## src/rtl/xag_pkg.sv

```systemverilog
package xag_pkg;
  localparam int BYTE_W  = 8;
  localparam int OP_W    = 6;
  localparam int FIELD_W = 20;
  localparam int DISP_W  = 12;

  typedef enum logic [1:0] {
    MODE_SIMPLE = 2'd0,
    MODE_IMM    = 2'd1,
    MODE_IND    = 2'd2
  } opnd_mode_e;

  typedef struct packed {
    logic n;
    logic i;
    logic x;
    logic b;
    logic p;
    logic e;
  } addr_flags_t;
endpackage

```

## src/rtl/xag_collect.sv

```systemverilog
module xag_collect
  import xag_pkg::*;
#(
  parameter int ADDR_W = 20
) (
  input  logic                clk,
  input  logic                rst_n,
  input  logic                acc,
  input  logic [BYTE_W-1:0]   byte_in,
  input  logic [ADDR_W-1:0]   pc_in,
  output logic                last,
  output logic [OP_W-1:0]     op,
  output addr_flags_t         fl,
  output logic [FIELD_W-1:0]  field,
  output logic [ADDR_W-1:0]   pc_first
);
  logic [1:0]        cnt;
  logic [BYTE_W-1:0] b0, b1, b2;

  // the long form is known from byte 1, stored before byte 2 arrives
  assign last = acc && ((cnt == 2'd2 && !b1[4]) || cnt == 2'd3);

  always_ff @(posedge clk or negedge rst_n) begin
    if (!rst_n) begin
      cnt      <= '0;
      b0       <= '0;
      b1       <= '0;
      b2       <= '0;
      pc_first <= '0;
    end else if (acc) begin
      case (cnt)
        2'd0: begin
          b0       <= byte_in;
          pc_first <= pc_in;
          cnt      <= 2'd1;
        end
        2'd1: begin
          b1  <= byte_in;
          cnt <= 2'd2;
        end
        2'd2: begin
          if (b1[4]) begin
            b2  <= byte_in;
            cnt <= 2'd3;
          end else begin
            cnt <= 2'd0;
          end
        end
        default: cnt <= 2'd0;
      endcase
    end
  end

  always_comb begin
    op   = b0[7:2];
    fl.n = b0[1];
    fl.i = b0[0];
    fl.x = b1[7];
    fl.b = b1[6];
    fl.p = b1[5];
    fl.e = b1[4];
    if (b1[4]) field = {b1[3:0], b2, byte_in};
    else       field = {8'd0, b1[3:0], byte_in};
  end
endmodule

```

## src/rtl/xag_tgt.sv

```systemverilog
module xag_tgt
  import xag_pkg::*;
#(
  parameter int ADDR_W = 20,
  parameter int REG_W  = 24
) (
  input  addr_flags_t         fl,
  input  logic [FIELD_W-1:0]  field,
  input  logic [ADDR_W-1:0]   pc_first,
  input  logic [REG_W-1:0]    base_val,
  input  logic [REG_W-1:0]    index_val,
  output logic [ADDR_W-1:0]   tgt,
  output logic                illegal,
  output opnd_mode_e          md
);
  localparam int EXT_W = FIELD_W - DISP_W;

  logic [ADDR_W-1:0]         pc_next;
  logic signed [FIELD_W-1:0] rel_field;
  logic [REG_W-1:0]          off, base_term, idx_term, sum;

  always_comb begin
    pc_next   = pc_first + (fl.e ? ADDR_W'(4) : ADDR_W'(3));
    rel_field = fl.e ? field : {{EXT_W{field[DISP_W-1]}}, field[DISP_W-1:0]};
    illegal   = fl.b && fl.p;

    if (!fl.b && fl.p) begin
      off       = REG_W'(rel_field);
      base_term = REG_W'(pc_next);
    end else if (fl.b && !fl.p) begin
      off       = REG_W'(field);
      base_term = base_val;
    end else begin
      off       = REG_W'(field);
      base_term = '0;
    end

    idx_term = fl.x ? index_val : '0;
    sum      = base_term + off + idx_term;
    tgt      = sum[ADDR_W-1:0];

    if (fl.n == fl.i) md = MODE_SIMPLE;
    else if (fl.n)    md = MODE_IND;
    else              md = MODE_IMM;
  end
endmodule

```

## src/rtl/xaddr_gen.sv

```systemverilog
module xaddr_gen
  import xag_pkg::*;
#(
  parameter int ADDR_W = 20,
  parameter int REG_W  = 24
) (
  input  logic              clk,
  input  logic              rst_n,
  input  logic              in_valid,
  output logic              in_ready,
  input  logic [7:0]        in_byte,
  input  logic [ADDR_W-1:0] start_pc,
  input  logic [REG_W-1:0]  base_reg,
  input  logic [REG_W-1:0]  index_reg,
  output logic              done,
  output logic              error,
  output logic [5:0]        opcode,
  output logic [5:0]        flags,
  output logic [1:0]        mode,
  output logic [ADDR_W-1:0] target
);
  logic               acc, last, illegal;
  logic [OP_W-1:0]    op_c;
  addr_flags_t        fl_c;
  logic [FIELD_W-1:0] field_c;
  logic [ADDR_W-1:0]  pc_first, tgt_c;
  opnd_mode_e         md_c;

  assign in_ready = !(done || error);
  assign acc      = in_valid && in_ready;

  xag_collect #(.ADDR_W(ADDR_W)) u_collect (
    .clk      (clk),
    .rst_n    (rst_n),
    .acc      (acc),
    .byte_in  (in_byte),
    .pc_in    (start_pc),
    .last     (last),
    .op       (op_c),
    .fl       (fl_c),
    .field    (field_c),
    .pc_first (pc_first)
  );

  xag_tgt #(.ADDR_W(ADDR_W), .REG_W(REG_W)) u_tgt (
    .fl        (fl_c),
    .field     (field_c),
    .pc_first  (pc_first),
    .base_val  (base_reg),
    .index_val (index_reg),
    .tgt       (tgt_c),
    .illegal   (illegal),
    .md        (md_c)
  );

  always_ff @(posedge clk or negedge rst_n) begin
    if (!rst_n) begin
      done   <= 1'b0;
      error  <= 1'b0;
      opcode <= '0;
      flags  <= '0;
      mode   <= '0;
      target <= '0;
    end else begin
      done  <= last && !illegal;
      error <= last && illegal;
      if (last) begin
        opcode <= op_c;
        flags  <= fl_c;
        mode   <= md_c;
        target <= tgt_c;
      end
    end
  end
endmodule

```

## config.mk

```make
export PLATFORM = sky130hd
export DESIGN_NAME = xaddr_gen
export DESIGN_NICKNAME = d
export VERILOG_FILES = /design/src/rtl/xag_pkg.sv /design/src/rtl/xag_collect.sv /design/src/rtl/xag_tgt.sv /design/src/rtl/xaddr_gen.sv
export SDC_FILE = /design/constraint.sdc
export NUM_CORES = 1
export LEC_CHECK = 0
export BUFFER_PORTS_ARGS = -buffer_cell sky130_fd_sc_hd__clkbuf_2
export CORE_ASPECT_RATIO = 0.5
export CORE_MARGIN = 3
export CORE_UTILIZATION = 55
export DETAILED_ROUTE_END_ITERATION = 16
export GPL_ROUTABILITY_DRIVEN = 0
export PLACE_DENSITY = 0.85
export SYNTH_ARGS = -nofsm -noshare
export SYNTH_HDL_FRONTEND = slang
export SYNTH_SLANG_ARGS = --single-unit
```

## constraint.sdc

```tcl
create_clock -name clk -period 5.25 [get_ports clk]
set_input_delay 1.05 -clock clk [delete_from_list [all_inputs] [get_ports clk]]
set_output_delay 1.05 -clock clk [all_outputs]
set_load 0.02 [all_outputs]
```

Word level (Yosys, flattened, before mapping)
Cells that the tools add are included.

Register bits: 82. Output and inout port bits: 37. Bits of input ports: 79. Logic and storage cells: 48.

Reductions and logical operators: 19. Add/subtract/negate cells: 3. Multiplexer cells: 11. Eq/ne operators: 4.

Operators with widths (number): 20-bit two-way mux (6); 20-bit adder (3); 1-bit logical AND (8); 2-bit two-way mux (3); 2-bit case mux with 3 select lines (1); 1-bit zero test (5); 2-bit equality test, second input constant (2); 2-bit AND reduction (2); 3-bit two-way mux (1); 3-bit AND reduction (1); 2-bit by 1-bit equality test with 1-bit output, second input constant (1); 2-bit zero test (1); 1-bit logical OR (2); 1-bit equality test (1).

Depth between registers and ports, before layout
Gate-level depths: netlist (run 1).

Depth after elaboration: 6. Gate-level depth with buffers: 19.

Hierarchy
A second synthesis (run 1) with hierarchy kept.

Cells, all modules: 523. Area, all modules: 5694.2 sq um.

By module, submodules not included: xag_tgt (sequential area each 0.0 sq um, cells an instance 315, times used 1, area each 2252.2 sq um); xag_collect (sequential area each 1151.1 sq um, cells an instance 130, times used 1, area each 1963.1 sq um); xaddr_gen (sequential area each 900.9 sq um, cells an instance 78, times used 1, area each 1478.9 sq um).

Worst setup path before layout (run 1)
OpenSTA, ideal clock, no wires.

Kind: reg2reg. From: register u_collect.b1[4]. To: register target[18]. Cell stages (with the launch flop): 19. Setup slack: 1.197 ns. Buffers on the path: 0. Arrival: 3.916 ns. Cells stage by stage: dfrtp_1 > inv_1 > ha_1 > fa_1 > a21oi_1 > nor2_1 > nand2_1 > xnor2_1 > a22oi_1 > fa_1 > inv_1 > ha_1 > and3_2 > and2_1 > a221oi_1 > o31ai_1 > o31ai_1 > mux2i_1 > o211ai_1.

Cells in the longest elaborated chain, start to end: 5. Elaborated cells on any way between the ends: 12. Those cells by class: 3 x add/sub; 5 x mux; 4 x reduce/logical.

RTL lines: start, declared (line xag_collect.sv:18) `logic [BYTE_W-1:0] b0, b1, b2;`; start signal, assigned (line xag_collect.sv:38) `b1 <= byte_in;`; 3-bit two-way mux or 20-bit two-way mux (tied branches) (line xag_tgt.sv:23, xag_collect.sv:62); 20-bit adder or 20-bit two-way mux (tied branches) (line xag_tgt.sv:23, xag_tgt.sv:24); 20-bit two-way mux (line xag_tgt.sv:27) `if (!fl.b && fl.p) begin`; 20-bit adder (2 in series) (line xag_tgt.sv:39) `sum = base_term + off + idx_term;`; end signal, assigned (line xaddr_gen.sv:71) `target <= tgt_c;`; end, declared (line xaddr_gen.sv:20) `output logic [ADDR_W-1:0] target`.

Several ways; a longest one is shown, not always the timed one. A chain may end at the register's enable or synchronous reset.

Worst setup path in the final report (run 1)
Ends and elaborated chain as after synthesis.

==> results of run 1 <==
-- through the flow --
| step | util | cells | hold slack [ns] | worst slack, ns | area (µm²) |
|---|---|---|---|---|---|
| 2_1_floorplan | - | 482 | 0.444 | 1.20 | 5130 |
| 3_3_place_gp | 0.650 | 695 | 0.463 | 0.806 | 5780 |
| 3_5_place_dp | 0.650 | 695 | 0.470 | 0.697 | 5780 |
| 4_1_cts | 0.686 | 710 | 0.483 | 0.600 | 6100 |
| 5_1_grt | 0.686 | 710 | 0.509 | 0.238 | 6100 |
| 6_report | 0.686 | 710 | 0.477 | 0.597 | 6100 |
-- worst register-to-register path, stage by stage, from the launching register on --
cell and delay (ns):
dfrtp_1 0.38, buf_4 0.19, ha_1 0.36, a21oi_1 0.09, a21oi_1 0.40, nand3_1 0.16, xor2_1 0.15, o21ai_0 0.29
fa_1 0.48, ha_1 0.40, a21o_1 0.22, a21o_1 0.17, a221oi_1 0.32, o31ai_1 0.21, o31ai_1 0.34, mux2i_1 0.24
o211ai_1 0.10
-- layout by cell type, fill, tap and decap left out, drive strengths merged, types with 2 or more instances in the layout --
cell type and instances:
a21oi 22, nand3 8, nand2b 5, nand2 61, a31oi 4, and2 13, a22oi 8, a221oi 2
xnor2 20, nor2 16, inv 21, xor2 13, dfrtp 82, and3 8, bufinv 2, nand4 5
o31ai 6, nor3b 3, o21a 2, a21o 7, mux2 59, nor3 2, o21ai 38, clkbuf 119
ha 21, mux2i 2, fa 21, buf 6, nor2b 4, a211oi 3
-- sequential cells by signal, indices dropped and copies added, names as in the netlist, 2 cells and up --
register            cells
mode                    2
u_collect.b2            8
u_collect.pc_first     20
opcode                  6
u_collect.b1            8
u_collect.b0            8
target                 20
u_collect.cnt           2
flags                   6
-- report_power, final --
part           total, mW  switching (mW)  internal, mW
Combinational       3.08            1.78          1.30
Sequential          1.21           0.263         0.944
Clock              0.682           0.242         0.440
-- layer usage --
metal,part of all wire,track usage,routed length [µm]
met2,0.47,0.412,5890
met1,0.43,0.330,5400
met3,0.090,0.0764,1140
met5,0,0,0
met4,0.018,0.0769,228
-- logic make-up after synthesis --
kind of cell | count (synthesis) | share of synthesized area
and+or+nand+nor | 127 | 0.120
xor gates and xnor gates | 33 | 0.0563
AOI/OAI and AO/OA | 100 | 0.125
buffers and inverters | 37 | 0.0327
DFF | 82 | 0.400
adders and majority gates | 42 | 0.133
muxes | 61 | 0.133
-- area by class of cell --
| cell class | count | area [µm²] | share of cell area |
|---|---|---|---|
| inverters | 21 | 78.8 | 0.0129 |
| clock buffers | 13 | 260 | 0.0427 |
| clock inverters | 2 | 60.1 | 0.00985 |
| multi-input cells | 363 | 2930 | 0.480 |
| well taps | 117 | 146 | 0.0240 |
| repair buffers | 112 | 576 | 0.0944 |
| flip-flops and latches | 82 | 2050 | 0.336 |
-- worst max path at each step --
stage                              to  slack [ns]  cells past startpoint
2_1_floorplan  target[18]$_DFFE_PN0P_        1.20                     18
3_3_place_gp   target[18]$_DFFE_PN0P_        0.81                     16
3_5_place_dp   target[18]$_DFFE_PN0P_        0.70                     18
4_1_cts        target[18]$_DFFE_PN0P_        0.60                     18
5_1_grt        target[18]$_DFFE_PN0P_        0.24                     16
6_report       target[18]$_DFFE_PN0P_        0.60                     16
==> impl_metrics.yaml, run 1 <==
synth:
  synthCells: 482
  synth_warnings: 0
  synth_edf_count: 0
  synthesis.nets: 603
  yosysUniqueCellTypes: 47
  ys_seq_area_frac: 0.400
  async_flop_share: 1.00
  synth-seq-cells: 82
  synth.top_cells.by_count: "dfrtp_1 (82), nand2_1 (61), mux2_2 (39), o21ai_0 (25), a21oi_1 (22)"
  avgSynthCellArea_um2: 10.7
  synth.area.top_cells: "dfrtp_1 (40%), mux2_2 (8.6%), fa_1 (8.2%)"
  ys.flop_type: "dfrtp_1"
  synth_most_common_cell: "dfrtp_1"
  yosysTopAreaCell: "dfrtp_1"
  synth_area_um2: 5130
  synth_top_area_frac: 0.400
worst_setup_path:
  reg2reg_depth: 16
  slowest_delay_ns: 0.48
  slowest_stage: "fa_1"
  crit_chain: "buf_4, ha_1, a21oi_1, a21oi_1, nand3_1, xor2_1, o21ai_0, fa_1, ha_1, a21o_1, a21o_1, a221oi_1, o31ai_1, o31ai_1, mux2i_1, o211ai_1"
  cp_max_fo: 14
  reg2reg_to: "target[18]$_DFFE_PN0P_"
  cp.arrival_ns: 4.85
  crit_buf_inv: 1
  start_kind: "flip-flop"
  required_ns: 5.44
  cp-end-kind: "flip-flop"
  criticalPathCategory: "flip-flop to flip-flop"
  r2r_start: "u_collect.b1[4]$_DFFE_PN0P_"
  crit_start: "u_collect.b1[4]$_DFFE_PN0P_"
  rrSetupSlack_ns: 0.60
  crit_family: "compound AO/OA/AOI/OAI gates"
cts:
  cts.path.max_buffers: 2
  clk_pin_slew_ns: 0.06
  cts.sinks: 82
  post_cts_buffers: 0
  cts_buffers: 9
  insertion_delay_ns: 0.34
  htree_levels: 3
  cts-root-buf: "clkbuf_16"
  cts_tree: "built"
  post_cts_resized: 0
  post_cts_hold_buffer_count: 0
placement:
  io_buffer_count: 107
  post-dp-hpwl_mm: 9.40
outcome:
  status: "finished, final reports clean"
route:
  first_pass_iters: 5
  wl_per_cell_um: 17.8
  vias: 4076
  detail-route-antenna-nets: 0
  wl_mm: 12.7
  drt_iter0_drc: 306
  routed_via_density: 5.74
  drc: 0
min_path:
  hold_end: "target[3]$_DFFE_PN0P_"
  worstHoldPathType: "flip-flop to flip-flop"
  hold_depth: 2
  min_from: "target[3]$_DFFE_PN0P_"
sta:
  period_needed_ns: 4.65
  fmax_mhz: 215
  fin_crit_sh: 0.886
  report.final.slew_viol_count: 0
  worstMarginPinSlew_ns: 1.01
  hold_viol_final: 0
  finalSetupTns_ns: 0
  setup_viol: 0
  relSlewSlack: 0.326
  rsz0062_at_grt: "false"
  skew_ns: 0.0103
power:
  p_leak_nw: 2.95
  ir_drop_mv: 0.311
  power.total_mw: 4.97
  p_per_area_nw_per_um2: 816
floorplan:
  ios: 116
  die_h_um: 74.3
  dieArea_um2: 10600
  die_w_um: 143
  rows: 24
  core-area_um2: 8890
  start_util: 0.578
finish:
  antennaDiodeCount: 0
  fill_cells: 652
  fin_nets: 710
  drive_above_1_share: 0.292
  areaGrowthSynthToFinish_pct: 18.8
global_routing:
  grt_start_max_net_pins: 83
  track_usage: 0.252
  first_global_vias: 4070
  overflow: 0
  grt_pass1_wl_mm: 20.3
  antenna_found_initial: 0
flow_run:
  drv_cap: 0
Note: power is estimated with default switching activity, not from simulation.
==> run 2, diff against run 1 <==
Settings changed: RECOVER_POWER from default to 50.
==> run 2 against run 1 <==
  * The run now ends with capacitance limit, slew limit left
  * Register-to-register slack got worse by 0.08 ns
  * Utilization is 0.084 points lower
  * Combinational power is essentially flat
  * Worst hold slack barely moved
  * Sequential cell count did not move
  * Critical path type unchanged
  * Largest cell class unchanged
==> impl_metrics.yaml, run 2 (synthesis results as in run 1) <==
worst_setup_path:
  start_kind: "flip-flop"
  required_ns: 5.37
  cp.arrival_ns: 4.86
  criticalPathCategory: "flip-flop to flip-flop"
  cp_max_fo: 14
  cp-end-kind: "flip-flop"
sta:
  fin_crit_sh: 0.902
  period_needed_ns: 4.74
  report.final.slew_viol_count: 141
  hold_viol_final: 0
  relSlewSlack: -0.549
  worstMarginPinSlew_ns: 2.32
  holdWs_ns: 0.477
  finalSetupTns_ns: 0
  rsz0062_at_grt: "false"
  skew_ns: 0.00912
  fmax_mhz: 211
  setup_viol: 0
route:
  drt_iter0_drc: 303
  vias: 4054
  drc: 0
  detail-route-antenna-nets: 0
  routed_via_density: 5.71
  wl_per_cell_um: 17.8
  wl_mm: 12.6
  first_pass_iters: 5
finish:
  areaGrowthSynthToFinish_pct: 18.6
  design_area_um2: 6090
  antennaDiodeCount: 0
  final_common_cell: "clkbuf_2"
  fin_util: 0.685
  fin_nets: 710
  layout_common_cells: "clkbuf_2 (106), dfrtp_1 (82), nand2_1 (61)"
  fill_cells: 655
  drive_above_1_share: 0.287
  reg_top3: "target: 20 flops, u_collect.pc_first: 20 flops"
cts:
  post_cts_resized: 0
  cts.path.max_buffers: 2
  cts.sinks: 82
  clk_pin_slew_ns: 0.06
  post_cts_hold_buffer_count: 0
  insertion_delay_ns: 0.34
  post_cts_buffers: 0
  cts_tree: "built"
  cts-root-buf: "clkbuf_16"
  htree_levels: 3
  cts_buffers: 9
floorplan:
  core-area_um2: 8890
  die_h_um: 74.3
  die_w_um: 143
  ios: 116
  rows: 24
  dieArea_um2: 10600
  start_util: 0.578
power:
  p_leak_nw: 2.94
  ir_drop_mv: 0.311
  power.total_mw: 4.97
  internal_power_mw: 2.69
  pwr-share-seq: 0.243
  p_switching_mw: 2.29
  comb_power_share: 0.620
  p_clk_frac: 0.137
  sw_frac_of_total: 0.460
  p_per_area_nw_per_um2: 816
outcome:
  violations: "capacitance limit, slew limit"
  status: "finished with violations"
global_routing:
  overflow: 0
  grt_start_max_net_pins: 83
  antenna_found_initial: 0
  first_global_vias: 4070
  grt_pass1_wl_mm: 20.3
  track_usage: 0.252
placement:
  place_area_um2: 5780
  post-dp-hpwl_mm: 9.40
  io_buffer_count: 107
min_path:
  worstHoldPathType: "flip-flop to flip-flop"
flow_run:
  drv_cap: 2
run 2: stage by stage:
stage / instances / setup WS [ns]
final: 710 / 0.512
after global routing: 710 / 0.149
after CTS: 710 / 0.600
after detailed placement: 695 / 0.697
after global placement: 695 / 0.806
after floorplan: 482 / 1.20
run 2: layer usage:
layer | routed length [µm] | track usage | vias up
met5 | 0 | 0 | -
met4 | 204 | 0.0769 | 0
met3 | 1040 | 0.0764 | 23
met2 | 5850 | 0.412 | 156
met1 | 5540 | 0.330 | 1975
li1 | - | - | 1900
run 2: final timing paths:
path                                             start                           endpoint  slack, ns  cells past startpoint
max in group asynchronous                        rst_n  u_collect.pc_first[2]$_DFFE_PN0P_       2.81                      1
max reg2reg                u_collect.b1[4]$_DFFE_PN0P_             target[18]$_DFFE_PN0P_       0.51                     16
min                              target[3]$_DFFE_PN0P_              target[3]$_DFFE_PN0P_       0.48                      2
min in group asynchronous                        rst_n             target[13]$_DFFE_PN0P_       1.24                      1
max                        u_collect.b1[4]$_DFFE_PN0P_             target[18]$_DFFE_PN0P_       0.51                     16
min reg2reg                      target[3]$_DFFE_PN0P_              target[3]$_DFFE_PN0P_       0.48                      2
run 2: cell type report:
class | count | area, µm² | area share
multi-input combinational | 363 | 2930 | 0.480
sequential | 82 | 2050 | 0.337
timing repair buffer | 112 | 568 | 0.0933
clock buffer | 13 | 260 | 0.0427
tap | 117 | 146 | 0.0240
inverter | 21 | 78.8 | 0.0129
clock inverter | 2 | 60.1 | 0.00986
run 2: power by group through the flow:
stage,Combinational (mW),Clock (mW),Sequential [mW]
2_1_floorplan,2.14,0,1.28
3_3_place_gp,2.89,0,1.18
3_5_place_dp,2.98,0,1.21
4_1_cts,3.06,0.694,1.20
5_1_grt,3.40,0.716,1.25
6_report,3.09,0.680,1.21
run 2: critical path: stages (launching register included):
cell and delay (ns):
dfrtp_1 0.38, buf_4 0.19, ha_1 0.36, a21oi_1 0.09, a21oi_1 0.41, nand3_1 0.15
xor2_1 0.15, o21ai_0 0.30, fa_1 0.48, ha_1 0.40, a21o_1 0.22, a21o_1 0.17
a221oi_1 0.31, o31ai_1 0.20, o31ai_1 0.34, mux2i_1 0.23, o211ai_1 0.11
